===== src/rtl/tmr_pkg.sv =====
`timescale 1ns/1ps
// Package: register word addresses and control field positions for the alarm timer.
// Assumes a 4-bit word address and a 32-bit data bus.
package tmr_pkg;
    localparam int AW = 4;
    localparam logic [AW-1:0] A_CTRL  = 4'd0;
    localparam logic [AW-1:0] A_SNAP  = 4'd1;
    localparam logic [AW-1:0] A_CNTLO = 4'd2;
    localparam logic [AW-1:0] A_CNTHI = 4'd3;
    localparam logic [AW-1:0] A_LDLO  = 4'd4;
    localparam logic [AW-1:0] A_LDHI  = 4'd5;
    localparam logic [AW-1:0] A_LDGO  = 4'd6;
    localparam logic [AW-1:0] A_ALMLO = 4'd7;
    localparam logic [AW-1:0] A_ALMHI = 4'd8;
    localparam logic [AW-1:0] A_RAW   = 4'd9;
    localparam logic [AW-1:0] A_IEN   = 4'd10;
    localparam logic [AW-1:0] A_ICLR  = 4'd11;
    localparam int CTL_RUN  = 0;
    localparam int CTL_UP   = 1;
    localparam int CTL_AUTO = 2;
    localparam int CTL_ARM  = 3;
    localparam int PSC_LSB  = 16;
endpackage


===== src/rtl/tmr_prescaler.sv =====
`timescale 1ns/1ps
// Prescaler: decodes the divisor field and emits a one-cycle tick every divisor cycles.
// Assumes run is a registered level; phase restarts from zero whenever run is low.
module tmr_prescaler #(
    parameter int PW = 16
) (
    input  logic          clk,
    input  logic          rst_n,
    input  logic          run,
    input  logic [PW-1:0] field,
    output logic          tick
);
    localparam logic [PW:0] FULL = (PW+1)'(1) << PW;
    localparam logic [PW:0] TWO  = (PW+1)'(2);

    logic [PW:0] div;
    logic [PW:0] pc_q;
    logic        last;

    // Map the field to a divisor: zero is the full range, one is folded onto two.
    always_comb begin
        if (field == '0)               div = FULL;
        else if (field == PW'(1))      div = TWO;
        else                           div = {1'b0, field};
    end

    assign last = (pc_q >= div - (PW+1)'(1));
    assign tick = run && last;

    // Phase counter: hold at zero while stopped, wrap after the last phase.
    always_ff @(posedge clk) begin
        if (!rst_n)        pc_q <= '0;
        else if (!run)     pc_q <= '0;
        else if (last)     pc_q <= '0;
        else               pc_q <= pc_q + (PW+1)'(1);
    end


    tick_wrap_chk: assert property (@(posedge clk) disable iff (!rst_n)
        tick |=> pc_q == '0);

    stop_rst_chk: assert property (@(posedge clk) disable iff (!rst_n)
        !run |=> pc_q == '0);
endmodule


===== src/rtl/tmr_core.sv =====
`timescale 1ns/1ps
// Core: 54-bit up/down counter, start-value load, alarm compare, arm state and periodic reload.
// Assumes tick lasts one cycle; a load trigger outranks reload, and reload outranks a step.
module tmr_core #(
    parameter int CW = 54
) (
    input  logic          clk,
    input  logic          rst_n,
    input  logic          tick,
    input  logic          up,
    input  logic          autorl,
    input  logic          ld_go,
    input  logic [CW-1:0] ld_val,
    input  logic [CW-1:0] alm_val,
    input  logic          arm_wr,
    input  logic          arm_wdata,
    output logic [CW-1:0] cnt,
    output logic          arm,
    output logic          hit
);
    logic [CW-1:0] cnt_q;
    logic          arm_q;

    assign hit = arm_q && (cnt_q == alm_val);
    assign cnt = cnt_q;
    assign arm = arm_q;

    // Counter update: load trigger, then periodic reload, then a prescaled step.
    always_ff @(posedge clk) begin
        if (!rst_n)              cnt_q <= '0;
        else if (ld_go)          cnt_q <= ld_val;
        else if (hit && autorl)  cnt_q <= ld_val;
        else if (tick)           cnt_q <= up ? cnt_q + CW'(1) : cnt_q - CW'(1);
    end

    // Arm state: a one-shot match disarms, otherwise software writes it.
    always_ff @(posedge clk) begin
        if (!rst_n)              arm_q <= 1'b0;
        else if (hit && !autorl) arm_q <= 1'b0;
        else if (arm_wr)         arm_q <= arm_wdata;
    end


    disarm_chk: assert property (@(posedge clk) disable iff (!rst_n)
        (hit && !autorl) |=> !arm_q);

    reload_chk: assert property (@(posedge clk) disable iff (!rst_n)
        (hit && autorl && !ld_go) |=> cnt_q == $past(ld_val));

    wrap_up_chk: assert property (@(posedge clk) disable iff (!rst_n)
        (tick && up && !hit && !ld_go && cnt_q == {CW{1'b1}}) |=> cnt_q == '0);

    wrap_dn_chk: assert property (@(posedge clk) disable iff (!rst_n)
        (tick && !up && !hit && !ld_go && cnt_q == '0) |=> cnt_q == {CW{1'b1}});
endmodule


===== src/rtl/alarm_timer.sv =====
`timescale 1ns/1ps
// Top: register file, snapshot path and interrupt status around the prescaler and core.
// Assumes single-cycle writes; read data is combinational on bus_addr.
module alarm_timer #(
    parameter int CW = 54,
    parameter int BW = 32,
    parameter int PW = 16
) (
    input  logic          clk,
    input  logic          rst_n,
    input  logic          bus_we,
    input  logic [3:0]    bus_addr,
    input  logic [BW-1:0] bus_wdata,
    output logic [BW-1:0] bus_rdata,
    output logic          irq
);
    import tmr_pkg::*;
    localparam int HW = CW - BW;

    logic          run_q, up_q, auto_q, ien_q, raw_q, busy_q;
    logic [PW-1:0] psc_q;
    logic [BW-1:0] ld_lo_q, alm_lo_q, snap_lo_q;
    logic [HW-1:0] ld_hi_q, alm_hi_q, snap_hi_q;
    logic          tick, hit, arm;
    logic [CW-1:0] cnt;
    logic          wr_ctrl, wr_iclr;

    assign wr_ctrl = bus_we && (bus_addr == A_CTRL);
    assign wr_iclr = bus_we && (bus_addr == A_ICLR);

    tmr_prescaler #(.PW(PW)) u_psc (
        .clk(clk), .rst_n(rst_n), .run(run_q), .field(psc_q), .tick(tick)
    );

    tmr_core #(.CW(CW)) u_core (
        .clk(clk), .rst_n(rst_n), .tick(tick), .up(up_q), .autorl(auto_q),
        .ld_go(bus_we && (bus_addr == A_LDGO)),
        .ld_val({ld_hi_q, ld_lo_q}), .alm_val({alm_hi_q, alm_lo_q}),
        .arm_wr(wr_ctrl), .arm_wdata(bus_wdata[CTL_ARM]),
        .cnt(cnt), .arm(arm), .hit(hit)
    );

    // Software-written configuration, start value and alarm value.
    always_ff @(posedge clk) begin
        if (!rst_n) begin
            run_q <= 1'b0; up_q <= 1'b0; auto_q <= 1'b0; psc_q <= '0; ien_q <= 1'b0;
            ld_lo_q <= '0; ld_hi_q <= '0; alm_lo_q <= '0; alm_hi_q <= '0;
        end else if (bus_we) begin
            case (bus_addr)
                A_CTRL: begin
                    run_q  <= bus_wdata[CTL_RUN];
                    up_q   <= bus_wdata[CTL_UP];
                    auto_q <= bus_wdata[CTL_AUTO];
                    psc_q  <= bus_wdata[PSC_LSB +: PW];
                end
                A_LDLO:  ld_lo_q  <= bus_wdata;
                A_LDHI:  ld_hi_q  <= bus_wdata[HW-1:0];
                A_ALMLO: alm_lo_q <= bus_wdata;
                A_ALMHI: alm_hi_q <= bus_wdata[HW-1:0];
                A_IEN:   ien_q    <= bus_wdata[0];
                default: ;
            endcase
        end
    end

    // Snapshot: a request raises busy, the next edge captures and drops busy.
    always_ff @(posedge clk) begin
        if (!rst_n) begin
            busy_q <= 1'b0; snap_lo_q <= '0; snap_hi_q <= '0;
        end else if (busy_q) begin
            busy_q    <= 1'b0;
            snap_lo_q <= cnt[BW-1:0];
            snap_hi_q <= cnt[CW-1:BW];
        end else if (bus_we && bus_addr == A_SNAP && bus_wdata[0]) begin
            busy_q <= 1'b1;
        end
    end

    // Raw status: alarm match sets it ahead of a software clear.
    always_ff @(posedge clk) begin
        if (!rst_n)                       raw_q <= 1'b0;
        else if (hit)                     raw_q <= 1'b1;
        else if (wr_iclr && bus_wdata[0]) raw_q <= 1'b0;
    end

    assign irq = raw_q && ien_q;

    // Read multiplexer over the register words.
    always_comb begin
        bus_rdata = '0;
        case (bus_addr)
            A_CTRL: begin
                bus_rdata[CTL_RUN]        = run_q;
                bus_rdata[CTL_UP]         = up_q;
                bus_rdata[CTL_AUTO]       = auto_q;
                bus_rdata[CTL_ARM]        = arm;
                bus_rdata[PSC_LSB +: PW]  = psc_q;
            end
            A_SNAP:  bus_rdata[0]      = busy_q;
            A_CNTLO: bus_rdata         = snap_lo_q;
            A_CNTHI: bus_rdata[HW-1:0] = snap_hi_q;
            A_LDLO:  bus_rdata         = ld_lo_q;
            A_LDHI:  bus_rdata[HW-1:0] = ld_hi_q;
            A_ALMLO: bus_rdata         = alm_lo_q;
            A_ALMHI: bus_rdata[HW-1:0] = alm_hi_q;
            A_RAW:   bus_rdata[0]      = raw_q;
            A_IEN:   bus_rdata[0]      = ien_q;
            default: ;
        endcase
    end


    snap_busy_chk: assert property (@(posedge clk) disable iff (!rst_n)
        busy_q |=> !busy_q);

    snap_take_chk: assert property (@(posedge clk) disable iff (!rst_n)
        busy_q |=> {snap_hi_q, snap_lo_q} == $past(cnt));

    raw_set_chk: assert property (@(posedge clk) disable iff (!rst_n)
        hit |=> raw_q);

    raw_clr_chk: assert property (@(posedge clk) disable iff (!rst_n)
        (wr_iclr && bus_wdata[0] && !hit) |=> !raw_q);
endmodule


===== config.mk =====
export PLATFORM = sky130hd
export DESIGN_NAME = alarm_timer
export DESIGN_NICKNAME = d
export VERILOG_FILES = /design/src/rtl/tmr_pkg.sv /design/src/rtl/tmr_prescaler.sv /design/src/rtl/tmr_core.sv /design/src/rtl/alarm_timer.sv
export SDC_FILE = /design/constraint.sdc
export NUM_CORES = 1
export LEC_CHECK = 0
export BUFFER_PORTS_ARGS = -buffer_cell sky130_fd_sc_hd__buf_2
export CAP_MARGIN = 0
export CELL_PAD_IN_SITES_DETAIL_PLACEMENT = 0
export CELL_PAD_IN_SITES_GLOBAL_PLACEMENT = 1
export CORE_UTILIZATION = 50
export CTS_CLUSTER_SIZE = 40
export DETAILED_ROUTE_END_ITERATION = 12
export GPL_ROUTABILITY_DRIVEN = 0
export GPL_TIMING_DRIVEN = 0
export PLACE_DENSITY_LB_ADDON = 0.1
export SLEW_MARGIN = 10
export SYNTH_ARGS = -nofsm -noshare
export SYNTH_HDL_FRONTEND = slang
export SYNTH_SLANG_ARGS = --single-unit
export TNS_END_PERCENT = 30

===== constraint.sdc =====
create_clock -name clk -period 8.16 [get_ports clk]
set_input_delay 1.632 -clock clk [delete_from_list [all_inputs] [get_ports clk]]
set_output_delay 1.632 -clock clk [all_outputs]
set_load 0.1 [all_outputs]

# After elaboration in Yosys (flattened, before gate mapping)
# Cells that the tools add are included.
classes:
  addsub: 4
  n_lt_le_gt_ge: 1
  eq_ne: 13
  mux: 14
  bitwise: 2
  n_reduce_logical: 25
op_table:
  columns: ["op", "n"]
  rows:
  - ["$mux W54", 4]
  - ["$pmux W12 S6", 1]
  - ["$add A54 B1 Y54 const B", 1]
  - ["$eq A54 B54 Y1", 1]
  - ["$sub A54 B1 Y54 const B", 1]
  - ["$pmux W6 S7", 1]
  - ["$pmux W10 S4", 1]
  - ["$pmux W3 S7", 1]
  - ["$add A17 B1 Y17 const B", 1]
  - ["$ge A17 B17 Y1", 1]
  - ["$mux W17", 1]
  - ["$sub A17 B1 Y17 const B", 1]
  - ["$eq A16 B1 Y1 const B", 1]
  - ["$eq A4 B3 Y1 const B", 4]
  - ["$eq A4 B4 Y1 const B", 4]
  - ["$logic_not A16 Y1", 1]
  - ["$mux W16", 1]
  - ["$reduce_and A2 Y1", 6]
  - ["$logic_and A1 B1 Y1", 11]
  - ["$pmux W1 S10", 1]
  - ["$eq A4 B2 Y1 const B", 2]
  - ["$eq A4 B1 Y1 const B", 1]
  - ["$logic_not A4 Y1", 1]
  - ["$reduce_or A2 Y1", 2]
  - ["other kinds (6)", 9]
totals:
  reg_bits: 256
  in_bits: 39
  out_inout_bits: 33
  elab_cells: 75

# Logic depth before layout (Yosys ltp)
depth:
  depth_word: 9
  ltp_mapped: 22
  ltp_nobuf: 19

# By module
# A second synthesis with hierarchy kept.
hier_totals:
  hier_cells: 1979
  area_unflattened_um2: 16195.5
by_module_without_submodules:
  columns: ["module", "n_inst", "cells_per_inst", "area_each_um2", "seq_area_each_um2"]
  rows:
  - ["alarm_timer", 1, 953, 8349.3, 3683.5]
  - ["tmr_core", 1, 826, 6249.7, 1101.1]
  - ["tmr_prescaler", 1, 200, 1596.5, 340.3]

# Worst setup path after synthesis
# Ideal clock, no wire load.
synth_timing:
  path_type: "input port to output port"
  from: "input port bus_addr[3]"
  to: "output port bus_rdata[14]"
  t_arrival_ps: 3733
  t_required_ps: 6528
  slack_ps: 2795
  stages: 6
  path_buffers: 2
  path_cell_list: "clkbuf_1 -> nor2b_1 -> nor3b_1 -> clkbuf_1 -> a22oi_1 -> nand3_1"
synth_via:
  elab_chain_len: 2
  word_cells_on_any_way: 7
  classes_between: "eq/ne (6); mux (1)"
synth_rtl:
  columns: ["item", "line_no", "rtl"]
  rows:
  - ["start: declaration", "alarm_timer.sv:12", "input logic [3:0] bus_addr,"]
  - ["$eq A4 B4 Y1 (tied with other cells)", "alarm_timer.sv:91", "case (bus_addr)"]
  - ["$pmux W12 S6 *", "alarm_timer.sv:91", null]
  - ["end: declaration", "alarm_timer.sv:14", "output logic [BW-1:0] bus_rdata,"]
# Every way passes the cells marked *; elsewhere a longest branch is shown, timed or not.

# Worst setup path after layout
layout_timing:
  from: "input port bus_addr[2]"
  to: "output port bus_rdata[19]"
layout_via:
  elab_chain_len: 2
  word_cells_on_any_way: 8
  classes_between: "eq/ne (6); mux (1); reduce/logical (1)"
layout_rtl:
  columns: ["item", "line_no"]
  rows:
  - ["$eq A4 B4 Y1 (tied with other cells)", "alarm_timer.sv:91"]
  - ["$pmux W6 S7 *", "alarm_timer.sv:91"]
# Marks and branches as above.

==> flow_summary.yaml <==
timing:
  tightestPinTransition_ps: 1270
  report.final.hold_viol_count: 0
  worst_slew_margin_rel: 0.148
  report.final.setup_viol: 0
  rsz0062_at_grt: "no"
  timing.final.crit_share: 0.776
  final.setup_skew_ps: 9.68
  max_freq_mhz: 158
  timing.hold.ws_ps: 479
  period_minus_slack_ps: 6330
  slew_violations: 0
  setup-tns-final_ps: 0
floorplan:
  die_x_um: 173
  start_util: 0.507
  row_count: 62
  die-area_um2: 29800
  io_pins: 72
  floorplan.die.height_um: 173
  core_area_um2: 28700
synth:
  netlist_top_cells_count: "402 x nand2_1, 256 x dfxtp_1, 200 x a21oi_1, 141 x nor2_1, 110 x clkbuf_1"
  synth_seq_cells: 256
  synth_top_cell_by_area: "dfxtp_1"
  syn-mean-instance-area_um2: 7.74
  netlist_top_cells_area: "dfxtp_1 35%, nand2_1 10%, a21oi_1 6.9%"
  share_of_synthesized_area_occupied_by_flip_flops_and_latches: 0.352
  count_of_mapped_cells_out_of_synthesis: 1880
  yosysUniqueCellTypes: 72
  most_frequent_cell_after_synthesis: "nand2_1"
  syn_area_um2: 14600
  yosys_most_used_dff: "dfxtp_1"
  number_of_flops_mapped_to_enable_cells_by_yosys: 0
  yosysWarningCount: 0
  postSynth.asyncResetShare: 0
  syn_nets: 1992
  synth_largest_type_area_fraction: 0.352
final_layout:
  finalNetCount: 2090
  postLayoutCellArea_um2: 16300
  antenna_cells: 0
  post_route_cells_drive_above_1_share: 0.0661
  area_growth_syn_to_layout_pct: 12.2
cts:
  cts_root_buffer: "clkbuf_16"
  cts-buffers-inserted: 28
  post_cts_resized: 0
  clock_path_buffers: 3
  hold_buffers: 0
  cts_tree: "built"
  clkTransAtPathRegs_ps: 60
  worst_skew_pair.late_latency_ps: 550
  post-cts-setup-buffer-count: 0
  ctsHtreeMaxLevel: 1
  cts_sinks: 256
power:
  power.static_leakage_nw: 6.45
  vdd_drop_max_mv: 0.200
  p_per_area_nw_per_um2: 184
setup_path:
  critPathRequiredTime_ps: 6530
  timing.setup.critical_path_class: "in2out"
  critical_path.endpoint_type: "output pin"
  critPathArrivalTime_ps: 4700
  crit_path_max_fanout: 10
  critPathLaunchType: "input pin"
detailed_routing:
  top_layer_used_by_detailed_routing: "met4"
  route.met2.wl_mm: 24.3
  ant_nets: 0
  viasPerCell: 6.28
  met1_length_mm: 23.4
  first_pass_iters: 6
  drt-initial-drc-count: 1797
  drt_wl_total_mm: 56.4
  drt_drc_violations_left: 0
  route.detailed.wl_per_inst_um: 23.7
  route.vias.total: 14900
  length_of_routed_met3_wiring_mm: 4.71
run:
  max_cap_violations: 0
global_routing:
  number_of_antenna_violations_at_the_first_check_in_global_routing: 0
  grt_pass1_wl_mm: 84.8
  grt_remaining_overflow: 0
  grt_pass1_vias: 14000
  all_layer_global_routing_usage: 0.371
  pin_count_of_the_biggest_net_entering_global_routing: 43
outcome:
  run_status: "finished, final reports clean"
placement:
  place_hpwl_mm: 43.3
  area_after_detailed_placement_um2: 15400
  place.port_buffers: 67
worst_hold_path:
  holdCritPathClass: "reg2reg"
-- metrics by stage --
step | total power [mW] | worst slack [ps] | cells | util
floorplan | 1.58 | 2790 | 1880 | -
global placement | 1.71 | 2050 | 2331 | 0.535
detailed placement | 1.71 | 2020 | 2332 | 0.536
CTS | 2.99 | 2010 | 2382 | 0.569
global route | 3.09 | 1790 | 2382 | 0.569
finish | 3.01 | 1830 | 2382 | 0.569
-- cell type report --
| class | count | area [um2] |
|---|---|---|
| Fill cell | 2808 | 12400 |
| Multi-Input combinational cell | 1474 | 8860 |
| Sequential cell | 256 | 5120 |
| Clock buffer | 40 | 827 |
| Tap cell | 384 | 480 |
| Buffer | 119 | 454 |
| Timing Repair Buffer | 68 | 355 |
| Inverter | 31 | 116 |
| Clock inverter | 10 | 110 |
-- metal layers --
layer,GRT usage,up-vias
met5,0,-
met4,0.222,0
met3,0.0526,215
met2,0.577,822
met1,0.488,7031
li1,-,6880
-- flip-flops by register name (all words and copies together), names as in the netlist, 16 cells and up --
| signal | flops |
|---|---|
| u_core.cnt | 54 |
| alm_lo_q | 32 |
| ld_lo_q | 32 |
| snap_lo_q | 32 |
| alm_hi_q | 22 |
| ld_hi_q | 22 |
| snap_hi_q | 22 |
| u_psc.pc_q | 17 |
| psc_q | 16 |
-- worst paths after layout --
kind / startpoint / to / slack [ps] / depth (start not counted)
max: bus_addr[2] / bus_rdata[19] / 1830 / 7
min: u_psc.pc_q[0] / u_psc.pc_q[0] / 480 / 1
max reg2reg: psc_q[10] / u_core.cnt[37] / 2430 / 21
min reg2reg: u_psc.pc_q[0] / u_psc.pc_q[0] / 480 / 1
-- report_power, final --
| group | internal, mW | switching (mW) |
|---|---|---|
| clock | 0.765 | 0.538 |
| combinational | 0.148 | 0.272 |
| sequential | 1.26 | 0.0224 |
-- critical path, cell delays in order --
cell and delay (ps):
clkbuf_1 290, nand2b_1 190, nor3_1 990, clkbuf_1 670
a222oi_1 240, nand3_1 210, buf_2 460
-- cell families after synthesis --
family | count (synthesis) | share of synthesized area
buf+inv | 150 | 0.0392
other cells | 1 | 0.000258
mux | 60 | 0.0416
compound gates | 513 | 0.224
fa+ha+maj | 73 | 0.0633
flops | 256 | 0.352
simple gates | 709 | 0.208
xor+xnor | 118 | 0.0710
-- layout by cell type (no fill, tap or decap), drive strengths merged, types with 4 or more instances in the layout --
cell type,netlist,layout
a211oi,10,10
a21boi,4,4
a21o,30,30
a21oi,201,201
a221oi,7,7
a222oi,9,9
a22oi,75,75
a311oi,19,19
a31oi,28,28
and2,12,12
and3,9,9
and4,4,4
buf,9,77
clkbuf,110,150
clkinv,0,4
clkinvlp,0,4
dfxtp,256,256
ha,72,72
inv,31,31
mux2i,59,59
nand2,403,403
nand2b,8,8
nand3,43,43
nand4,29,29
nor2,141,141
nor2b,12,12
nor3,15,15
nor4,17,17
o2111ai,5,5
o211ai,6,6
o21a,4,4
o21ai,70,70
o21bai,8,8
o22ai,4,4
o31ai,7,7
o41ai,4,4
or3,6,6
xnor2,63,63
xor2,55,55
(Power assumes the default switching activity.)
